### src/rtl/irq_sel_pkg.sv
package irq_sel_pkg;
   typedef enum logic [1:0] {
      ACT_HOLD  = 2'd0,
      ACT_CLEAR = 2'd1,
      ACT_SET   = 2'd2
   } irq_act_e;
endpackage

### src/rtl/irq_pend_merge.sv
module irq_pend_merge #(
   parameter int NLVL      = 16,
   parameter int SW_W      = 17,
   parameter int TICK_BIT  = 0,
   parameter int STICK_BIT = 16,
   parameter int TIMER_LVL = 14
) (
   input  logic [NLVL-1:0] ext_lvl,
   input  logic [SW_W-1:0] sw_int,
   output logic [NLVL-1:0] pend,
   output logic            any_pend
);
   logic timer_hit;
   assign timer_hit = sw_int[TICK_BIT] | sw_int[STICK_BIT];

   for (genvar i = 0; i < NLVL; i++) begin : g_bit
      localparam bit IS_TIMER_POS = (i == TICK_BIT) || (i == STICK_BIT);
      localparam bit IS_FOLD_LVL  = (i == TIMER_LVL);
      logic sw_part;
      if (IS_TIMER_POS) begin : g_mask
         assign sw_part = 1'b0;
      end else begin : g_pass
         assign sw_part = sw_int[i];
      end
      if (IS_FOLD_LVL) begin : g_fold
         assign pend[i] = ext_lvl[i] | sw_part | timer_hit;
      end else begin : g_plain
         assign pend[i] = ext_lvl[i] | sw_part;
      end
   end

   assign any_pend = |pend;
endmodule

### src/rtl/irq_prio_pick.sv
module irq_prio_pick #(
   parameter int NLVL  = 16,
   parameter int LVL_W = 4
) (
   input  logic [NLVL-1:0]  pend,
   input  logic [LVL_W-1:0] proc_lvl,
   output logic             hit,
   output logic [LVL_W-1:0] win_lvl
);
   logic [NLVL-1:0] qual;

   for (genvar i = 0; i < NLVL; i++) begin : g_qual
      localparam logic [LVL_W:0] LV = (LVL_W+1)'(i);
      assign qual[i] = pend[i] && (LV > {1'b0, proc_lvl});
   end

   always_comb begin
      hit     = 1'b0;
      win_lvl = '0;
      for (int i = 0; i < NLVL; i++) begin
         if (qual[i]) begin
            hit     = 1'b1;
            win_lvl = LVL_W'(i);
         end
      end
   end
endmodule

### src/rtl/irq_req_ctl.sv
module irq_req_ctl
   import irq_sel_pkg::*;
#(
   parameter int               LVL_W    = 4,
   parameter int               TT_W     = 9,
   parameter int               TL_W     = 3,
   parameter logic [TT_W-1:0]  EXT_BASE = 9'h040
) (
   input  logic             clk,
   input  logic             rst,
   input  logic             any_pend,
   input  logic             int_en,
   input  logic             hit,
   input  logic [LVL_W-1:0] win_lvl,
   input  logic [TL_W-1:0]  trap_lvl,
   input  logic [TT_W-1:0]  cur_tt,
   output logic             req_q,
   output logic [TT_W-1:0]  idx_q
);
   logic [TT_W-1:0] cand;
   logic            blocked;
   irq_act_e        act;

   assign cand    = EXT_BASE | TT_W'(win_lvl);
   assign blocked = (trap_lvl != '0) && (cur_tt > cand);

   always_comb begin
      act = ACT_HOLD;
      if (!any_pend) begin
         act = ACT_CLEAR;
      end else if (int_en && hit && !blocked && (cand != idx_q)) begin
         act = ACT_SET;
      end
   end

   always_ff @(posedge clk) begin
      if (rst) begin
         req_q <= 1'b0;
         idx_q <= '0;
      end else begin
         case (act)
            ACT_CLEAR: begin
               req_q <= 1'b0;
               idx_q <= '0;
            end
            ACT_SET: begin
               req_q <= 1'b1;
               idx_q <= cand;
            end
            default: ;
         endcase
      end
   end
endmodule

### src/rtl/irq_level_sel.sv
module irq_level_sel #(
   parameter int               NLVL      = 16,
   parameter int               LVL_W     = 4,
   parameter int               SW_W      = 17,
   parameter int               TICK_BIT  = 0,
   parameter int               STICK_BIT = 16,
   parameter int               TIMER_LVL = 14,
   parameter int               TT_W      = 9,
   parameter int               TL_W      = 3,
   parameter logic [TT_W-1:0]  EXT_BASE  = 9'h040
) (
   input  logic             clk,
   input  logic             rst,
   input  logic [NLVL-1:0]  ext_lvl,
   input  logic [SW_W-1:0]  sw_int,
   input  logic [LVL_W-1:0] proc_lvl,
   input  logic             int_en,
   input  logic [TL_W-1:0]  trap_lvl,
   input  logic [TT_W-1:0]  cur_tt,
   output logic             irq_req,
   output logic [TT_W-1:0]  irq_idx
);
   if (NLVL != (1 << LVL_W)) begin : g_chk_lvl
      $error("NLVL must equal 2**LVL_W");
   end
   if (TIMER_LVL >= NLVL || TICK_BIT >= SW_W || STICK_BIT >= SW_W) begin : g_chk_pos
      $error("timer bit or fold level out of range");
   end
   if (TT_W <= LVL_W) begin : g_chk_tt
      $error("trap type must be wider than the level number");
   end

   logic [NLVL-1:0]  pend;
   logic             any_pend;
   logic             hit;
   logic [LVL_W-1:0] win_lvl;

   irq_pend_merge #(
      .NLVL(NLVL), .SW_W(SW_W), .TICK_BIT(TICK_BIT),
      .STICK_BIT(STICK_BIT), .TIMER_LVL(TIMER_LVL)
   ) u_merge (
      .ext_lvl(ext_lvl), .sw_int(sw_int), .pend(pend), .any_pend(any_pend)
   );

   irq_prio_pick #(.NLVL(NLVL), .LVL_W(LVL_W)) u_pick (
      .pend(pend), .proc_lvl(proc_lvl), .hit(hit), .win_lvl(win_lvl)
   );

   irq_req_ctl #(
      .LVL_W(LVL_W), .TT_W(TT_W), .TL_W(TL_W), .EXT_BASE(EXT_BASE)
   ) u_ctl (
      .clk(clk), .rst(rst), .any_pend(any_pend), .int_en(int_en),
      .hit(hit), .win_lvl(win_lvl), .trap_lvl(trap_lvl), .cur_tt(cur_tt),
      .req_q(irq_req), .idx_q(irq_idx)
   );
endmodule

### config.mk
export PLATFORM = sky130hd
export DESIGN_NAME = irq_level_sel
export DESIGN_NICKNAME = d
export VERILOG_FILES = /design/src/rtl/irq_sel_pkg.sv /design/src/rtl/irq_pend_merge.sv /design/src/rtl/irq_prio_pick.sv /design/src/rtl/irq_req_ctl.sv /design/src/rtl/irq_level_sel.sv
export SDC_FILE = /design/constraint.sdc
export NUM_CORES = 1
export LEC_CHECK = 0
export BUFFER_PORTS_ARGS = -buffer_cell sky130_fd_sc_hd__buf_2
export CORE_ASPECT_RATIO = 2
export CORE_UTILIZATION = 25
export CTS_CLUSTER_SIZE = 30
export DETAILED_ROUTE_END_ITERATION = 7
export SYNTH_ARGS = -nofsm -noshare
export SYNTH_HDL_FRONTEND = slang
export SYNTH_SLANG_ARGS = --single-unit
### constraint.sdc
create_clock -name clk -period 4.8 [get_ports clk]
set_input_delay 0.48 -clock clk [delete_from_list [all_inputs] [get_ports clk]]
set_output_delay 0.48 -clock clk [all_outputs]
set_load 0.005 [all_outputs]
* After elaboration in Yosys (flattened, before gate mapping) *
Cells that the tools add are included.
W data, S select, Z words.

word-level totals
  register bits after elaboration = 10
  input bits = 52
  output and inout bits = 10
  word-level logic and storage cells = 95

operators by class
  order comparisons = 16
  equality and inequality tests = 3
  muxes and demuxes = 34
  bitwise logic cells = 17
  reduce and logical (&&, ||, !) cells = 23

operators with widths
  operator              number
  $gt A4 B4 Y1 const A  8
  $mux W4               8
  $logic_and A1 B1 Y1   19
  $pmux W9 S2           1
  $or A1 B1 Y1          17
  $gt A3 B4 Y1 const A  4
  $mux W1               16
  $reduce_or A16 Y1     1
  $mux W3               4
  $gt A9 B7 Y1          1
  $ne A7 B9 Y1          1
  $gt A2 B4 Y1 const A  2
  $mux W2               4
  $gt A1 B4 Y1 const A  1
  $reduce_bool A3 Y1    1
  $eq A2 B1 Y1 const B  1
  $eq A2 B2 Y1 const B  1
  $pmux W1 S2           1
  $reduce_bool A2 Y1    1
  $logic_not A1 Y1      1

* Logic depth before layout (Yosys ltp) *
Gate-level depths: netlist of run 1.

  depth in word-level cells = 26
  mapped depth = 15
  mapped depth without buffers = 14

* Modules after synthesis *
Synthesis of run 1 repeated with hierarchy kept, for this count alone.

second synthesis, totals
  cells, all modules = 142
  area total of the unflattened synthesis = 1,056.0 um^2

modules (own cells, without submodules)
  module          times used  cells an instance  area each (um^2)
  irq_req_ctl     1           54                 470.5
  irq_prio_pick   1           63                 420.4
  irq_pend_merge  1           25                 165.2

* Least setup slack after synthesis of run 1 *
No wires, ideal clock.

  path kind = input to register
  from = input port sw_int[14]
  to = register u_ctl.idx_q[1]
  library setup time = 92 ps
  data arrival time = 3,123 ps
  setup slack = 1,585 ps
  cell stages on the path = 14
  buffers on the path = 0
  cells stage by stage = or4_4 > or3_4 > a22oi_2 > o211a_1 > or2_2 > ha_1 > nor2b_1 > o21a_1 > o21a_1 > o211ai_1 > a31o_2 > o311ai_4 > or2_1 > o32ai_1

on the way
  word-level cells in the longest chain between the ends = 14
  elaborated cells between the ends (all ways) = 21
  classes of those cells = order compare: 1; eq/ne: 3; mux: 7; bitwise: 2; reduce/logical: 8

RTL lines
  element                                            line                  RTL
  from (decl)                                        irq_level_sel.sv:15   input logic [SW_W-1:0] sw_int,
  $or A1 B1 Y1 (*) (2 in a row)                      irq_pend_merge.sv:26  assign pend[i] = ext_lvl[i] | sw_part | timer_hit;
  $logic_and A1 B1 Y1                                irq_prio_pick.sv:14   assign qual[i] = pend[i] && (LV > {1'b0, proc_lvl});
  $mux W4 (2 in a row)                               irq_prio_pick.sv:21   if (qual[i]) begin
  $gt A9 B7 Y1                                       irq_req_ctl.sv:25     assign blocked = (trap_lvl != '0) && (cur_tt > cand);
  $logic_and A1 B1 Y1                                irq_req_ctl.sv:25
  $logic_not A1 Y1                                   irq_req_ctl.sv:31     end else if (int_en && hit && !blocked && (cand != idx_q)) begin
  $logic_and A1 B1 Y1 (2 in a row)                   irq_req_ctl.sv:31
  $mux W2                                            irq_req_ctl.sv:31
  $mux W2                                            irq_req_ctl.sv:29     if (!any_pend) begin
  $eq A2 B2 Y1 or $eq A2 B1 Y1 (tied branches)       irq_req_ctl.sv:41     case (act)
  $pmux W9 S2 or $reduce_bool A2 Y1 (tied branches)  --
  to (signal assigned)                               irq_req_ctl.sv:48     idx_q <= cand;
  to (decl)                                          irq_req_ctl.sv:18     output logic [TT_W-1:0] idx_q

Mark *: on every way between the ends. The rest lies on a longest branch, timed or not. The select of a mux whose other input is x is not followed.
A chain may end at the register's enable or synchronous reset.

* Final worst setup path of run 1 *
  from = input port proc_lvl[3]
  to = register u_ctl.idx_q[1]

on the way
  word-level cells in the longest chain between the ends = 26
  elaborated cells between the ends (all ways) = 73
  classes of those cells = order compare: 16; eq/ne: 3; mux: 33; reduce/logical: 21

RTL lines
  element                                            line                 RTL
  from (decl)                                        irq_level_sel.sv:16  input logic [LVL_W-1:0] proc_lvl,
  $gt A1 B4 Y1                                       irq_prio_pick.sv:14
  $logic_and A1 B1 Y1                                irq_prio_pick.sv:14
  $mux W1                                            irq_prio_pick.sv:21
  $mux W2 (2 in a row)                               irq_prio_pick.sv:21
  $mux W3 (4 in a row)                               irq_prio_pick.sv:21
  $mux W4 (8 in a row)                               irq_prio_pick.sv:21
  $gt A9 B7 Y1                                       irq_req_ctl.sv:25
  $logic_and A1 B1 Y1                                irq_req_ctl.sv:25
  $logic_not A1 Y1                                   irq_req_ctl.sv:31
  $logic_and A1 B1 Y1 (2 in a row)                   irq_req_ctl.sv:31
  $mux W2                                            irq_req_ctl.sv:31
  $mux W2                                            irq_req_ctl.sv:29
  $eq A2 B2 Y1 or $eq A2 B1 Y1 (tied branches)       irq_req_ctl.sv:41
  $pmux W9 S2 or $reduce_bool A2 Y1 (tied branches)  --

Parallel ways exist; a longest one is shown, timed or not. The select of a mux whose other input is x is not followed.

==> results of run 1 <==
-- cell type report --
cell class	count	area (um^2)
timing repair buffer	57	285
sequential	5	100
multi-input combinational	106	802
tap	51	63.8
inverter	7	26.3
fill	461	2520
clock buffer	4	45.0
-- final timing paths --
path                                from                           to  cells after the start
max                          proc_lvl[3]  u_ctl.idx_q[1]$_SDFFE_PP0P_                     14
min          u_ctl.idx_q[1]$_SDFFE_PP0P_  u_ctl.idx_q[1]$_SDFFE_PP0P_                      2
max reg2reg  u_ctl.idx_q[3]$_SDFFE_PP0P_  u_ctl.idx_q[1]$_SDFFE_PP0P_                      7
min reg2reg  u_ctl.idx_q[1]$_SDFFE_PP0P_  u_ctl.idx_q[1]$_SDFFE_PP0P_                      2
-- cells in the final DEF (no fill, tap or decap), types with 2 or more instances in the layout --
cell	count
buf_2	57
nor2_1	19
inv_1	7
dfxtp_1	5
or2_2	4
o21a_1	4
a21oi_1	4
o21ai_0	4
ha_1	4
conb_1	4
nor4_1	3
o41ai_1	3
o32ai_1	3
clkbuf_8	3
and2_1	2
a2bb2oi_1	2
o211a_1	2
a311oi_1	2
a22oi_2	2
o31a_1	2
o21bai_1	2
or2_1	2
nand3b_1	2
nand2_1	2
or3_1	2
nor2b_1	2
a211oi_1	2
xnor2_1	2
mux2i_1	2
nand4_1	2
-- worst max-delay path, stage by stage --
cell and delay, ns:
buf_2 0.19, or2_1 0.33, o32a_1 0.37, o2111ai_1 0.20, a31oi_1 0.20, ha_1 0.33
nor2b_1 0.13, o21a_1 0.16, o21a_1 0.16, o211ai_1 0.15, a31o_2 0.21, o311ai_4 0.13
or2_1 0.27, o32ai_1 0.24
-- stage by stage --
| step | instances | util | power, uW | setup slack [ns] | area, um^2 |
|---|---|---|---|---|---|
| 6_report | 230 | 0.344 | 216 | 1.36 | 1320 |
| 5_1_grt | 230 | 0.344 | 230 | 1.16 | 1320 |
| 4_1_cts | 230 | 0.344 | 218 | 1.36 | 1320 |
| 3_5_place_dp | 226 | 0.332 | 138 | 1.13 | 1280 |
| 3_3_place_gp | 226 | 0.332 | 138 | 1.21 | 1280 |
| 2_1_floorplan | 128 | - | 107 | 1.58 | 1020 |
-- synthesized netlist by cell type (3+ instances only) --
master / n
nor2_1: 19
inv_1: 7
o32ai_1: 3
buf_4: 5
o21a_1: 4
o41ai_1: 3
a21oi_1: 4
ha_1: 4
o21ai_0: 4
dfxtp_1: 5
nor4_1: 3
or2_2: 4
-- kinds of logic (layout without fill, tap and decap cells) --
family                     count (synthesis)  count (layout)
DFF                                        5               5
xor gates and xnor gates                   2               2
other                                      1               4
adders and majority gates                  4               4
muxes                                      2               2
AOI/OAI and AO/OA                         45              45
and+or+nand+nor                           49              49
buffers and inverters                     17              68
-- per-layer routing --
metal,global-route usage,vias up
li1,-,586
met3,0.00984,8
met2,0.291,43
met5,0,-
met1,0.140,548
met4,0.0762,0
-- power by group through the flow --
stage / clock network (uW) / logic [uW] / registers (uW)
2_1_floorplan: 0 / 59.7 / 47.4
3_3_place_gp: 0 / 90.4 / 47.6
3_5_place_dp: 0 / 90.6 / 47.5
4_1_cts: 79.9 / 91.1 / 46.9
5_1_grt: 81.9 / 100 / 47.3
6_report: 78.8 / 90.6 / 46.9
==> metrics.csv, run 1 <==
metric,value,unit
CTS max path bufs,2,
largest net degree at the start of global routing,15,
mux contribution to synthesized area,0.0198,
max reg flops,5,
met1 wire length,1030,um
Slew Limit Fails,0,
FF-to-FF setup slack,3.17,ns
Worst setup SP type,input port,
sequential area share after synthesis,0.0991,
post-synthesis xor/xnor area fraction,0.0173,
most flop-heavy register,u_ctl.idx_q,
Root Driver,clkbuf_8,
Final Cycle Share,0.717,
Int Power,145,uW
final wirelength,3090,um
Vias per Instance,5.15,
RePlAce Congestion,0.758,
clock sink count,5,
Top Registers,u_ctl.idx_q: 5 flops,
Chip Height,91.9,um
max_slew headroom,0.457,
initial antenna violation count,0,
async set-reset flop share out of synthesis,0,
CTS Buf Count,3,
min Tclk post-route,3.44,ns
setup_tns,0,ns
Mapped Cells,125,
largest family of logic cells by synthesized area,compound AO/OA/AOI/OAI gates,
unrepaired setup endpoints after global routing,false,
register bit total from synthesis,5,
share of layout cells above drive strength 1,0.430,
Horiz. Die Dim,46.9,um
Logic pwr share,0.419,
Core ar.,3840,um^2
Seq pwr share,0.217,
"CTS clk-pin slew, worst paths",0.03,ns
Yosys top cell area share,0.0991,
CP arrival,3.56,ns
run status,completed,
Post-CTS Setup Repair Bufs,0,
synth top area cells,"dfxtp_1 (9.9%), nor2_1 (7.1%), ha_1 (5.0%)",
Final nets,236,
GRT Overall Usage,0.151,
vias in the first global route,1125,
worst hold path class,reg -> reg,
Max Fclk,291,MHz
drt first pass iters,4,
Peak VDD IR,0.163,mV
HPWL Detailed,2710,um
gr ovfl total,0,
fraction of the mapped netlist area in adder cells,0.0496,
first-pass GRT wire length,4740,um
drt drc,0,
met3 wire length,145,um
Pwr Density,164,nW/um^2
Cell Rows,32,
worst endpoint required time,4.92,ns
# Max-Cap Violations,0,
post-route ant nets,0,
Clock Power Share,0.364,
Yosys warnings,0,
hold_buf cts,0,
synthesized cell area,1010,um^2
H-Tree Depth,1,
die area,4310,um^2
iteration-0 DRC count of the detailed router,25,
critical path class,in -> reg,
CTS tree,done,
DR WL met2,1810,um
routed via count,1185,
Worst Clk Skew,0.00141,ns
top routing layer in use,met4,
CTS-repair resized insts,0,
largest area contributor in the netlist,dfxtp_1,
endpoints failing setup,0,
count of cell types in the netlist,54,
Synth Area in Compound Gates,0.410,
Psw,71.7,uW
Avg WL per Cell,13.4,um
n_diodes,0,
PortBufs,57,
Avg Inst Size Synth,8.08,um^2
Synth Flop Type,dfxtp_1,
Final Hold Fails,0,
Skew-Pair Late Insertion Delay,0.22,ns
Pleak,0.000599,uW
Initial Util,0.263,
Hold Worst Slack,0.494,ns
IO Pins,62,
Synth Area in Simple Gates,0.283,
Worst-Margin Slew,0.803,ns
Critical Path Fanout Max,14,
Switching Fraction,0.332,
P&R area growth vs syn,31.0,%
CP Capture Type,flop,
Post-synth EDFFs,0,
Note: power is estimated with default switching activity, not from simulation.
==> run 2, diff against run 1 <==
- clock period: 4.8 -> 3.2 ns (I/O delays scaled with it)
==> metrics.csv, run 2 (same netlist as run 1, synthesis figures left out) <==
metric,value,unit,change
Skew-Pair Late Insertion Delay,0.23,ns,about the same
CP cell instances,buf_6 > or4_4 > or3_4 > a22oi_2 > o211a_1 > or2_4 > ha_4 > nor2b_1 > o21a_1 > o21a_1 > o211ai_1 > a31o_2 > o311ai_4 > or2_4 > o32ai_2,,
CP peak stage delay,0.55,ns,+0.18 ns
Worst-Margin Slew,0.721,ns,-0.0825 ns
hold_buf cts,0,,unchanged
Final Cycle Share,0.987,,
"CTS clk-pin slew, worst paths",0.04,ns,about the same
HPWL Detailed,2760,um,+2.0%
hold worst-path end,u_ctl.idx_q[2]$_SDFFE_PP0P_,,
setup_tns,0,ns,unchanged
most flop-heavy register,u_ctl.idx_q,,
Pleak,0.000743,uW,+24%
post-route ant nets,0,,unchanged
gr ovfl total,0,,unchanged
Chip Height,91.9,um,unchanged
routed via count,1220,,+3.0%
drt first pass iters,3,,-1
clock sink count,5,,unchanged
Slew Limit Fails,0,,unchanged
CTS tree,done,,
worst slack at placement,-0.208,ns,-1.34 ns
Worst Clk Skew,0.000982,ns,-0.000427 ns
Vias per Instance,4.80,,-6.8%
CP bufs+invs,1,,unchanged
initial antenna violation count,0,,unchanged
Max Fclk,317,MHz,
RePlAce Congestion,0.755,,-0.44%
P&R area growth vs syn,58.0,%,
worst endpoint required time,3.34,ns,-1.58 ns
Worst Hold Depth,2,,unchanged
GRT Overall Usage,0.157,,+0.00669
Critical Path Fanout Max,4,,-10
Peak VDD IR,0.218,mV,+34%
Top Registers,u_ctl.idx_q: 5 flops,,
CP arrival,3.30,ns,-0.26 ns
Worst setup SP type,input port,,
CTS Buf Count,3,,unchanged
Pwr Density,231,nW/um^2,+41%
endpoints failing setup,0,,unchanged
Horiz. Die Dim,46.9,um,unchanged
Top delay family on crit path,compound AO/OA/AOI/OAI gates,,
unrepaired setup endpoints after global routing,true,,
max_slew headroom,0.513,,+0.0557
n_diodes,0,,unchanged
iteration-0 DRC count of the detailed router,8,,-68%
IO Pins,62,,unchanged
vias in the first global route,1206,,+7.2%
Final Hold Fails,0,,unchanged
CP Capture Type,flop,,
final cell utilization of the core,0.415,,+0.0710
"commonest non-fill, non-tap cell in the layout",buf_2,,
run status,completed,,
Initial Util,0.263,,unchanged
worst reg2reg path depth,7,,unchanged
Core ar.,3840,um^2,unchanged
slowest CP cell,or4_4,,
largest net degree at the start of global routing,12,,-3
HP Start,rst,,
CTS max path bufs,2,,unchanged
worst r2r src,u_ctl.idx_q[3]$_SDFFE_PP0P_,,
final wirelength,3290,um,+6.5%
worst hold path class,in -> reg,,
Avg WL per Cell,12.9,um,-3.6%
# Max-Cap Violations,0,,unchanged
PortBufs,57,,unchanged
Final nets,260,,+10%
H-Tree Depth,1,,unchanged
worst r2r dst,u_ctl.idx_q[3]$_SDFFE_PP0P_,,
die area,4310,um^2,unchanged
drt drc,0,,unchanged
min Tclk post-route,3.16,ns,
Root Driver,clkbuf_8,,
Worst Slack Setup Final,0.0414,ns,-1.32 ns
share of layout cells above drive strength 1,0.532,,+0.102
critical path class,in -> reg,,
Cell Rows,32,,unchanged
FF-to-FF setup slack,1.56,ns,-1.61 ns
most frequent cells in the layout,"buf_2 (56), buf_4 (21), nor2_1 (19)",,
max reg flops,5,,unchanged
first-pass GRT wire length,5040,um,+6.3%
==> run 2: cell type report <==
type                       count  area, um^2
tap                           51        63.8
clock buffer                   4        45.0
multi-input combinational    106         851
sequential                     5         100
fill                         431        2250
timing repair buffer          81         509
inverter                       7        26.3
==> run 2: through the flow <==
step	hold WS (ns)	power [uW]	std cells	area (um^2)
final	0.374	368	254	1600
after CTS	0.340	362	253	1530
after global placement	0.473	236	249	1490
after floorplan	0.438	161	128	1020
after global routing	0.388	392	254	1600
after detailed placement	0.482	236	249	1490
==> run 2: worst reg2reg max path: stages, from the launching register on <==
cell and delay (ns):
dfxtp_1 0.33, inv_1 0.09, a211oi_1 0.22, mux2i_1 0.10, o31a_1 0.15, a2111oi_4 0.33, or2_4 0.21, o32ai_2 0.09
==> run 2: power by group <==
| part | internal (uW) | switching, uW |
|---|---|---|
| clock network | 86.0 | 36.3 |
| registers | 66.9 | 3.19 |
| logic | 94.6 | 81.3 |
==> run 2: repair_timing <==
item / 4_1_cts / 5_1_grt
setup buffers: 0 / 1
resized for setup: 0 / 10
endpoints found under the setup margin: 0 / 4
==> run 2: how the worst max path moves through the flow <==
stage	from	end	slack, ns	depth (start not counted)
4_1_cts	sw_int[2]	u_ctl.idx_q[3]$_SDFFE_PP0P_	0.03	14
3_3_place_gp	sw_int[2]	u_ctl.idx_q[2]$_SDFFE_PP0P_	-0.16	14
6_report	sw_int[14]	u_ctl.idx_q[3]$_SDFFE_PP0P_	0.04	15
3_5_place_dp	sw_int[2]	u_ctl.idx_q[1]$_SDFFE_PP0P_	-0.21	14
2_1_floorplan	sw_int[14]	u_ctl.idx_q[1]$_SDFFE_PP0P_	0.14	14
5_1_grt	sw_int[14]	u_ctl.idx_q[3]$_SDFFE_PP0P_	-0.09	15
==> run 2: metal layers <==
metal	track usage	up-vias	share of wire
li1	-	631	-
met1	0.162	553	0.35
met2	0.289	30	0.59
met3	0.0138	6	0.030
met4	0.0738	0	0.023
met5	0	-	0
==> run 3, diff against run 2 <==
- CORE_ASPECT_RATIO: 2 -> default
- CORE_UTILIZATION: 25 -> 43
- PLACE_DENSITY: default -> 0.8
==> metrics.csv, run 3 (same netlist as run 1, synthesis figures left out) <==
metric,value,unit,change
run status,completed,,
Peak VDD IR,0.215,mV,-1.3%
critical path class,in -> reg,,
post-route ant nets,0,,unchanged
CTS tree,done,,
gr ovfl total,0,,unchanged
clock sink count,5,,unchanged
fillers,197,,-54%
Horiz. Die Dim,50.5,um,+7.5%
max reg flops,5,,unchanged
drt first pass iters,4,,+1
Post-DP Area,1380,um^2,-7.0%
initial antenna violation count,0,,unchanged
Pwr Density,208,nW/um^2,-10%
min Tclk post-route,3.13,ns,-0.0289 ns
max_slew headroom,0.472,,-0.0411
unrepaired setup endpoints after global routing,true,,
Psw,110,uW,-8.9%
GRT Overall Usage,0.253,,+0.0959
Final Cycle Share,0.978,,-0.00904
PortBufs,57,,unchanged
RePlAce Congestion,0.895,,+19%
post-route design area,1490,um^2,-6.5%
die area,2550,um^2,-41%
CTS max path bufs,2,,unchanged
Final Hold Fails,0,,unchanged
hold_buf cts,0,,unchanged
Logic pwr share,0.537,,+0.059
Worst setup SP type,input port,,
"CTS clk-pin slew, worst paths",0.04,ns,about the same
P&R area growth vs syn,47.7,%,
endpoints failing setup,0,,unchanged
Sequential Area,100,um^2,unchanged
Critical Path Fanout Max,4,,unchanged
Avg WL per Cell,14.1,um,+8.7%
Top delay family on crit path,compound AO/OA/AOI/OAI gates,,
first-pass GRT wire length,5030,um,-0.14%
Switching Fraction,0.355,,+0.0269
CTS Buf Count,3,,unchanged
"commonest non-fill, non-tap cell in the layout",buf_2,,
Vias per Instance,5.66,,+18%
Worst Clk Skew,0.000990,ns,+0.00000767 ns
Max Fclk,320,MHz,+0.92%
Core ar.,2210,um^2,-42%
CP arrival,3.28,ns,-0.02 ns
Hold Worst Slack,0.362,ns,-0.0116 ns
drt drc,0,,unchanged
CP bufs+invs,2,,+1
Cell Rows,17,,-47%
HPWL Detailed,2600,um,-5.8%
Slew Limit Fails,0,,unchanged
most flop-heavy register,u_ctl.idx_q,,
IO Pins,62,,unchanged
n_diodes,0,,unchanged
CP cell instances,buf_6 > or4_4 > buf_4 > nor4_2 > a311oi_2 > a21oi_2 > ha_1 > o21a_1 > o21a_1 > o211ai_1 > a31o_2 > o311ai_4 > or2_4 > o32ai_2,,
share of layout cells above drive strength 1,0.525,,-0.00702
H-Tree Depth,1,,unchanged
CP peak stage delay,0.53,ns,-0.02 ns
# Max-Cap Violations,0,,unchanged
routed via count,1291,,+5.8%
CP Capture Type,flop,,
Worst-Margin Slew,0.782,ns,+0.0608 ns
Root Driver,clkbuf_4,,
Skew-Pair Late Insertion Delay,0.24,ns,about the same
Final nets,257,,-1.2%
Clock Power Share,0.235,,-0.097
final wirelength,3210,um,-2.4%
worst hold path class,in -> reg,,
worst endpoint required time,3.35,ns,about the same
multi-input logic area,848,um^2,-0.29%
Int Power,200,uW,-19%
slowest CP cell,or4_4,,
Seq pwr share,0.228,,+0.038
most frequent cells in the layout,"buf_2 (55), buf_4 (21), nor2_1 (19)",,
largest net degree at the start of global routing,10,,-2
Chip Height,50.5,um,-45%
vias in the first global route,1226,,+1.7%
Top Registers,u_ctl.idx_q: 5 flops,,
CP dominant cell by count,o21a_1,,
Initial Util,0.456,,+0.194
Pleak,0.000707,uW,-4.8%
iteration-0 DRC count of the detailed router,26,,+18
[run 3: worst paths after layout]
| check | to | depth (start not counted) | slack [ns] | from |
|---|---|---|---|---|
| worst max-delay path | u_ctl.idx_q[2]$_SDFFE_PP0P_ | 14 | 0.07 | sw_int[14] |
| worst min-delay path | u_ctl.idx_q[1]$_SDFFE_PP0P_ | 2 | 0.36 | rst |
| worst max register to register | u_ctl.idx_q[2]$_SDFFE_PP0P_ | 7 | 1.59 | u_ctl.idx_q[3]$_SDFFE_PP0P_ |
| worst min register to register | u_ctl.idx_q[1]$_SDFFE_PP0P_ | 2 | 0.51 | u_ctl.idx_q[1]$_SDFFE_PP0P_ |
[run 3: repair_timing]
action,CTS,global route
setup endpoints to repair,0,4
resized for setup,0,11
buffers inserted,0,3
[run 3: layout make-up]
type | count | area share
tap | 28 | 0.0235
multi-input combinational | 106 | 0.569
clock buffer | 4 | 0.0176
sequential | 5 | 0.0671
inverter | 7 | 0.0176
timing repair buffer | 78 | 0.305
[run 3: metrics by stage]
step | power (uW) | utilization | worst slack [ns] | std cells | setup TNS [ns]
3_3_place_gp | 217 | 0.626 | -0.0988 | 221 | -0.350
6_report | 310 | 0.674 | 0.0703 | 228 | 0
4_1_cts | 297 | 0.637 | 0.0368 | 225 | 0
5_1_grt | 333 | 0.674 | -0.0633 | 228 | -0.137
3_5_place_dp | 222 | 0.626 | -0.196 | 221 | -0.626
2_1_floorplan | 161 | - | 0.145 | 128 | 0
[run 3: power groups by stage]
stage               Clock [uW]  Combinational, uW  Sequential, uW
floorplan                    0               89.6            71.2
global placement             0                146            71.2
detailed placement           0                151            71.5
CTS                       74.6                152            70.5
global route              80.0                182            70.8
finish                    73.0                166            70.6
[run 3: metal layers]
metal,wire length [um],global-route usage,part of all wire,vias to the layer above
met5,0,0,0,-
met4,41,0.0880,0.013,0
met3,178,0.0333,0.056,6
met2,1680,0.462,0.52,52
met1,1310,0.298,0.41,605
li1,-,-,-,628
